## config.mk

```make
export PLATFORM = sky130hd
export DESIGN_NAME = acia_irq_status
export DESIGN_NICKNAME = d
export VERILOG_FILES = /design/src/rtl/acia_irq_status.sv
export SDC_FILE = /design/constraint.sdc
export NUM_CORES = 1
export LEC_CHECK = 0
export ABC_AREA = 0
export BUFFER_PORTS_ARGS = -buffer_cell sky130_fd_sc_hd__buf_2
export CELL_PAD_IN_SITES_DETAIL_PLACEMENT = 0
export CELL_PAD_IN_SITES_GLOBAL_PLACEMENT = 1
export CORE_AREA = 2 2 39 41
export CTS_BUF_LIST = sky130_fd_sc_hd__clkbuf_8
export CTS_CLUSTER_DIAMETER = 50
export CTS_CLUSTER_SIZE = 12
export DETAILED_ROUTE_END_ITERATION = 7
export DIE_AREA = 0 0 41 43
export GPL_TIMING_DRIVEN = 0
export PLACE_DENSITY_LB_ADDON = 0.08
export SLEW_MARGIN = 10
export SYNTH_ARGS = -nofsm -noshare
export SYNTH_HDL_FRONTEND = slang
export SYNTH_SLANG_ARGS = --single-unit
```

## constraint.sdc

```tcl
create_clock -name clk -period 0.9 [get_ports clk]
set_clock_uncertainty 0.1 [all_clocks]
set_input_delay 0.135 -clock clk [delete_from_list [all_inputs] [get_ports clk]]
set_output_delay 0.135 -clock clk [all_outputs]
set_load 0.01 [all_outputs]
```

## src/rtl/acia_irq_status.sv

```systemverilog
module acia_irq_status #(
  parameter int SYNC_STAGES = 2
) (
  input  logic       clk,
  input  logic       rst,
  input  logic       tx_done,
  input  logic       rx_end,
  input  logic [3:0] cmd,
  input  logic       dsr_pin,
  input  logic       dcd_pin,
  input  logic       stat_rd,
  output logic [2:0] stat_hi,
  output logic       irq_n
);
  localparam int TOP = SYNC_STAGES - 1;

  logic [TOP:0] dsr_pipe, dcd_pipe;
  logic dsr_s, dcd_s, dsr_ref, dcd_ref;
  logic samp_q, flag_q, irq_q;
  logic tx_ev, rx_ev, dsr_chg, dcd_chg;

  assign dsr_s   = dsr_pipe[TOP];
  assign dcd_s   = dcd_pipe[TOP];
  assign tx_ev   = tx_done & ~cmd[3] & cmd[2] & cmd[0];
  assign rx_ev   = rx_end & ~cmd[1] & cmd[0];
  assign dsr_chg = dsr_s ^ dsr_ref;
  assign dcd_chg = dcd_s ^ dcd_ref;

  always_ff @(posedge clk) begin
    if (rst) begin
      dsr_pipe <= '0;
      dcd_pipe <= '0;
    end else begin
      dsr_pipe <= {dsr_pipe[TOP-1:0], dsr_pin};
      dcd_pipe <= {dcd_pipe[TOP-1:0], dcd_pin};
    end
  end

  // sample register: a new event always wins; a read blocks the handoff
  always_ff @(posedge clk) begin
    if (rst) samp_q <= 1'b0;
    else     samp_q <= tx_ev | rx_ev | (samp_q & stat_rd);
  end

  always_ff @(posedge clk) begin
    if (rst || stat_rd) flag_q <= 1'b0;
    else if (samp_q)    flag_q <= 1'b1;
  end

  always_ff @(posedge clk) begin
    if (rst) begin
      dsr_ref <= 1'b0;
      dcd_ref <= 1'b0;
    end else if (stat_rd) begin
      dsr_ref <= dsr_s;
      dcd_ref <= dcd_s;
    end
  end

  always_ff @(posedge clk) begin
    if (rst)           irq_q <= 1'b0;
    else if (!stat_rd) irq_q <= flag_q | dsr_chg | dcd_chg;
  end

  assign stat_hi = {irq_q, dsr_s, dcd_s};
  assign irq_n   = ~irq_q;
endmodule


```

# ---- Word level (Yosys, flattened, before mapping)
# Cells that the tools add are included.
dict set report classes {
  n_reduce_logical 1
  bitwise_logic 15
}
# op count
set ops {}
lappend ops {{1-bit AND} 6}
lappend ops {{1-bit OR} 4}
lappend ops {{1-bit NOT} 3}
lappend ops {{1-bit bitwise XOR} 2}
lappend ops {{1-bit logical OR} 1}
dict set report word_totals {
  elab_cells 23
  reg_bits 9
  inputBits 11
  out_inout_bits 4
}

# ---- Longest topological paths before layout
# Gate-level depths: netlist of the first run.
dict set report logic_depth {
  depth_word 6
  depth_mapped 3
  depth_no_buf 3
}

# ---- Least setup slack after synthesis of the first run
# No wires, ideal clock.
dict set report synth_timing {
  path_kind {flip-flop to flip-flop}
  startpoint {register dcd_pipe[1]}
  endpoint {register irq_q}
  setup_time_ns 0.086
  arrival_ns 0.738
  n_path_buf 0
  period_less_slack_ns 0.925
  path_slack_ns -0.025
  t_required_ns 0.714
  path_stages_with_launch 4
  cell_sequence {dfxtp_1 xor2_1 nor3_1 a221oi_2}
}
dict set report synth_between {
  elab_chain_len 2
}
# item line_no
set synth_lines {}
lappend synth_lines {{start, declared} 17} ;# logic [TOP:0] dsr_pipe, dcd_pipe;
lappend synth_lines {{start signal, assigned} 35} ;# dcd_pipe <= {dcd_pipe[TOP-1:0], dcd_pin};
lappend synth_lines {{1-bit bitwise XOR} 27} ;# assign dcd_chg = dcd_s ^ dcd_ref;
lappend synth_lines {{1-bit OR} 62} ;# else if (!stat_rd) irq_q <= flag_q | dsr_chg | dcd_chg;
lappend synth_lines {{end signal, assigned} 62}
lappend synth_lines {{end, declared} 19} ;# logic samp_q, flag_q, irq_q;
# No other way between the ends.
# A chain may end at the register's enable or synchronous reset.

# ---- Final worst setup path of the first run
dict set report layout_timing {
  startpoint {register dcd_pipe[1]}
  endpoint {output stat_hi[0]}
}
# item line_no
set layout_lines {}
lappend layout_lines {{end, declared} 12} ;# output logic [2:0] stat_hi,
# No word-level cell between the ends.

==> results.json, run 1 <==
{
  "violations": "setup timing",
  "post_drt_wl_per_cell_microns": 8.53,
  "critPathBufInv": 2,
  "num_io_pins": 15,
  "vias": 279,
  "cts_made_buffers": 3,
  "chipHeight_microns": 43,
  "dp_hpwl_microns": 435,
  "portBuffers": 12,
  "power_density_nw_per_um2": 1840,
  "synth_cells": 34,
  "clk_pin_slew_ps": 40,
  "ant_nets": 0,
  "critPathCaptureType": "primary output",
  "max_slew_margin_pct": 73.6,
  "core_area_sq_um": 1380,
  "netlist_area_sq_um": 345,
  "clock_latency_ps": 230,
  "die-area_sq_um": 1760,
  "drt-initial-drc-count": 0,
  "rsz0062_at_grt": "yes",
  "worst_pin_slew_ps": 396,
  "finalCriticalPeriod_ps": 1020,
  "synthToLayoutAreaGrowth_pct": 56.2,
  "yosys_warnings": 0,
  "clock.fmax_mhz": 983,
  "max_stage_delay_ps": 340,
  "p_leak_nw": 0.246,
  "postCtsHoldBufs": 0,
  "crit_arrival_ps": 780,
  "worstSetupStartpointType": "flop",
  "total_power_uw": 993,
  "place_congestion": 0.644,
  "dp_slack_ps": -103,
  "cts_sinks": 9,
  "crit_type": "reg -> out",
  "outcome": "complete, but fails checks",
  "path_delay_family": "flip-flops",
  "grt_pass1_wl_mm": 1.01,
  "ctsLongestPathBuffers": 2,
  "rows": 14,
  "slew_violations": 0,
  "layout.nets": 64,
  "timing.final.ws_setup_ps": -117,
  "avgSynthCellArea_sq_um": 10.2,
  "grt_pass1_vias": 290,
  "vias_per_cell": 4.10,
  "yosys_register_bits": 9,
  "crit_slowest_cell": "dfxtp_2",
  "drcViolationCount": 0,
  "drive_gt1_share_pct": 55.8,
  "antenna_found_initial": 0,
  "insertedDiodeCount": 0,
  "cts_tree": "built",
  "drt_wl_total_microns": 580,
  "drv_cap": 0,
  "vdd_ir_drop_max_mv": 0.844,
  "clock-root-buffer": "clkbuf_8",
  "fill_cells": 156,
  "htree_levels": 1,
  "die_x_microns": 41,
  "final-setup-viol-count": 5,
  "grt_max_degree": 10,
  "finalSetupTns_ps": -417,
  "grt_util_all_layers_pct": 9.28,
  "start_util_pct": 25.0,
  "firstDrtPassIters": 1,
  "fin_util_pct": 39.0,
  "overflow": 0,
  "syn_nets": 45,
  "hold_viol": 0,
  "crit_top_cell": "buf_6",
  "period_share_pct": 113,
  "hp-class": "in -> reg",
  "critPathMaxFanout": 3,
  "synth.yosys.seq_area_share_pct": 52.2,
  "ys_types": 15,
  "crit_chain": "buf_6, buf_6",
  "worst_hold_slack_ps": 15.1,
  "cp.required_ps": 660
}
## final cells by class
type	count	area (sq um)	share of cell area [%]
Buffer	5	45.0	8.35
Sequential cell	9	185	34.3
Tap cell	16	20.0	3.71
Timing Repair Buffer	14	100	18.6
Clock inverter	1	3.75	0.696
Multi-Input combinational cell	19	140	26.0
Clock buffer	3	41.3	7.66
Inverter	1	3.75	0.696
## report_power, final
group	internal [mW]	switching (mW)	leakage [nW]
clock network	0.296	0.151	0.0269
logic	0.0736	0.0415	0.144
registers	0.420	0.0106	0.0755
total	0.789	0.203	0.246
## worst paths after layout
kind                                  start          end  slack, ps  cells past startpoint
worst min-delay path                dsr_pin  dsr_pipe[0]         20                      2
worst max-delay path            dcd_pipe[1]   stat_hi[0]       -120                      2
worst min register to register  dcd_pipe[0]  dcd_pipe[1]        330                      1
worst max register to register  dcd_pipe[1]        irq_q        -70                      3
## cell families (layout without fill, tap and decap cells)
logic type | count (synthesis) | in the layout | share of synthesized area, %
mux | 2 | 2 | 5.80
simple gates | 12 | 12 | 18.8
buf+inv | 6 | 24 | 10.9
compound gates | 3 | 3 | 7.24
xor+xnor | 2 | 2 | 5.07
flops | 9 | 9 | 52.2
## registers in the layout (all words and copies together) (netlist names)
register,cells
dcd_pipe,2
dsr_pipe,2
samp_q,1
flag_q,1
dcd_ref,1
dsr_ref,1
irq_q,1
## per-stage QoR
stage / cells / area [sq um]
floorplan: 34 / 347
global placement: 62 / 427
detailed placement: 62 / 427
CTS: 68 / 531
global route: 68 / 539
finish: 68 / 539
## synth_stat cells (all sizes together)
master	count	area share, %
nor2b	5	9.1
nor2	3	3.3
inv	1	1.1
xnor2	1	2.5
buf	4	8.7
and3b	1	2.5
o21ai	1	1.4
dfxtp	9	52
nor3	2	2.9
a21oi	1	1.4
a221oi	1	4.3
mux2i	2	5.8
nand2	1	1.1
clkbuf	1	1.1
xor2	1	2.5
## placed cells by master (no fill, tap or decap)
master	netlist	layout
buf_6	0	7
inv_2	0	1
nor3_2	0	1
mux2i_1	2	2
xnor2_1	1	1
dfxtp_1	9	5
nor3_1	2	1
xor2_2	0	1
a21oi_1	1	1
o21ai_0	1	1
clkbuf_8	0	3
clkbuf_1	1	1
nor2_1	3	3
nand2_1	1	1
buf_2	0	8
nor2b_1	5	5
inv_1	1	1
dfxtp_2	0	4
buf_4	4	3
a221oi_2	1	1
and3b_1	1	1
## per-layer routing
metal  routed length, microns  GRT usage [%]  part of all wire (%)  vias up
li1                         -              -                     -      141
met1                      215           8.17                    37      122
met2                      286           14.4                    49       14
met3                       61           4.71                    11        2
met4                       17           8.00                   2.9        0
met5                        0              0                     0        -
## repair_timing
action,in CTS,in global routing
endpoints found under the setup margin,5,5
buffers inserted,2,0
resized for setup,11,2
(Power assumes the default switching activity.)
==> run 2, diff against run 1 <==
==> constraint.sdc (replaced) <==
create_clock -name clk -period 0.9 [get_ports clk]
set_clock_uncertainty 0.1 [all_clocks]
set_input_delay 0.135 -clock clk [delete_from_list [all_inputs] [get_ports clk]]
set_output_delay 0.135 -clock clk [all_outputs]
set_load 0.1 [all_outputs]
==> run 2 against run 1 <==
Compared with the run above:
- the run still ends with setup timing left
- global-route usage fell by 1.6 points
- largest power group unchanged
- clock power fell by 2%
- total power rose by 8.4%
==> results.json, run 2 (synthesis results as in run 1) <==
{
  "chipHeight_microns": 43,
  "vias": 267,
  "drt-initial-drc-count": 3,
  "grt_pass1_vias": 263,
  "vdd_ir_drop_max_mv": 1.11,
  "firstDrtPassIters": 2,
  "largestRegisters": "dcd_pipe (2), dsr_pipe (2)",
  "final_area_sq_um": 569,
  "dp.cells": 62,
  "layout.nets": 64,
  "postCtsHoldBufs": 0,
  "ant_nets": 0,
  "max_slew_margin_pct": 74.4,
  "timing.final.ws_setup_ps": -171,
  "cts_tree": "built",
  "grt_pass1_wl_microns": 931,
  "cp-startpoint": "dcd_pipe[1]",
  "reg2reg_from": "dcd_pipe[1]",
  "dp_hpwl_microns": 420,
  "worstSetupStartpointType": "flop",
  "min_from": "dcd_pin",
  "violations": "setup timing",
  "crit_arrival_ps": 840,
  "drv_cap": 0,
  "cts_sinks": 9,
  "post_layout_nonfiller_instances": 68,
  "cp.required_ps": 660,
  "antenna_found_initial": 0,
  "p_leak_nw": 0.258,
  "post_drt_wl_per_cell_microns": 8.06,
  "drive_gt1_share_pct": 51.9,
  "overflow": 0,
  "final-setup-viol-count": 5,
  "clock-root-buffer": "clkbuf_8",
  "crit_type": "reg -> out",
  "clk_pin_slew_ps": 40,
  "rows": 14,
  "clock_latency_ps": 220,
  "fin_util_pct": 41.1,
  "total_power_mw": 1.08,
  "layout_commonest_cell": "buf_2",
  "dp_slack_ps": -214,
  "ctsLongestPathBuffers": 2,
  "hold_viol": 0,
  "insertedDiodeCount": 0,
  "power_density_nw_per_um2": 1890,
  "synthToLayoutAreaGrowth_pct": 64.9,
  "cts_made_buffers": 3,
  "worst_pin_slew_ps": 384,
  "grt_max_degree": 10,
  "period_share_pct": 119,
  "critPathMaxFanout": 3,
  "start_util_pct": 25.0,
  "drt_wl_total_microns": 548,
  "slew_violations": 0,
  "worst_hold_slack_ps": 17.9,
  "num_io_pins": 15,
  "core_area_sq_um": 1380,
  "critPathCaptureType": "primary output",
  "die_x_microns": 41,
  "finalSetupTns_ps": -688,
  "die-area_sq_um": 1760,
  "portBuffers": 12,
  "vias_per_cell": 3.93,
  "finalCriticalPeriod_ps": 1070,
  "hp-class": "in -> reg",
  "outcome": "complete, but fails checks",
  "htree_levels": 1,
  "place_congestion": 0.635,
  "grt_util_all_layers_pct": 7.67,
  "clock.fmax_mhz": 934,
  "final_cell_mix": "buf_2 (8), dfxtp_1 (6), nor2b_1 (5)",
  "drcViolationCount": 0,
  "rsz0062_at_grt": "yes",
  "placedInstanceArea_sq_um": 425
}
## run 2: cell count changes in the layout (fill, tap and decap cells not counted)
cell / previous run / this run
xor2_1: 0 / 1
buf_12: 0 / 4
buf_6: 7 / 4
xor2_2: 1 / 0
buf_4: 3 / 2
dfxtp_2: 4 / 3
dfxtp_1: 5 / 6
## run 2: repair_timing
item / in CTS / in global routing
pin swaps: 0 / 0
cloned: 0 / 0
setup endpoints to repair: 5 / 6
setup buffers: 2 / 0
gates resized for setup: 24 / 1
## run 2: path summary, 6_finish.rpt
check	endpoint	slack, ps	depth (start not counted)
max	stat_hi[0]	-170	2
min	dcd_pipe[0]	20	2
max reg2reg	irq_q	-90	3
min reg2reg	dsr_pipe[1]	330	1
## run 2: layer usage
| metal | up-vias | track usage (%) | share of wire (%) |
|---|---|---|---|
| met3 | 0 | 3.14 | 8.4 |
| met4 | 0 | 4.00 | 0 |
| met1 | 112 | 8.17 | 41 |
| met5 | - | 0 | 0 |
| li1 | 143 | - | - |
| met2 | 12 | 12.2 | 50 |
## run 2: worst max-delay path, stage by stage, from the launching register on
cell	delay, ps
dfxtp_2	350
buf_6	100
buf_12	160
## run 2: power breakdown
group	leakage [nW]	switching, mW	internal, mW
Sequential	0.0750	0.0102	0.419
Clock	0.0269	0.141	0.295
Combinational	0.156	0.115	0.0951
## run 2: layout make-up
class                      count  area [sq um]
sequential                     9           184
fill                         146           815
timing repair buffer          14           139
clock buffer                   3          41.3
tap                           16          20.0
clock inverter                 1          3.75
multi-input combinational     19           133
inverter                       1          3.75
buffer                         5          45.0
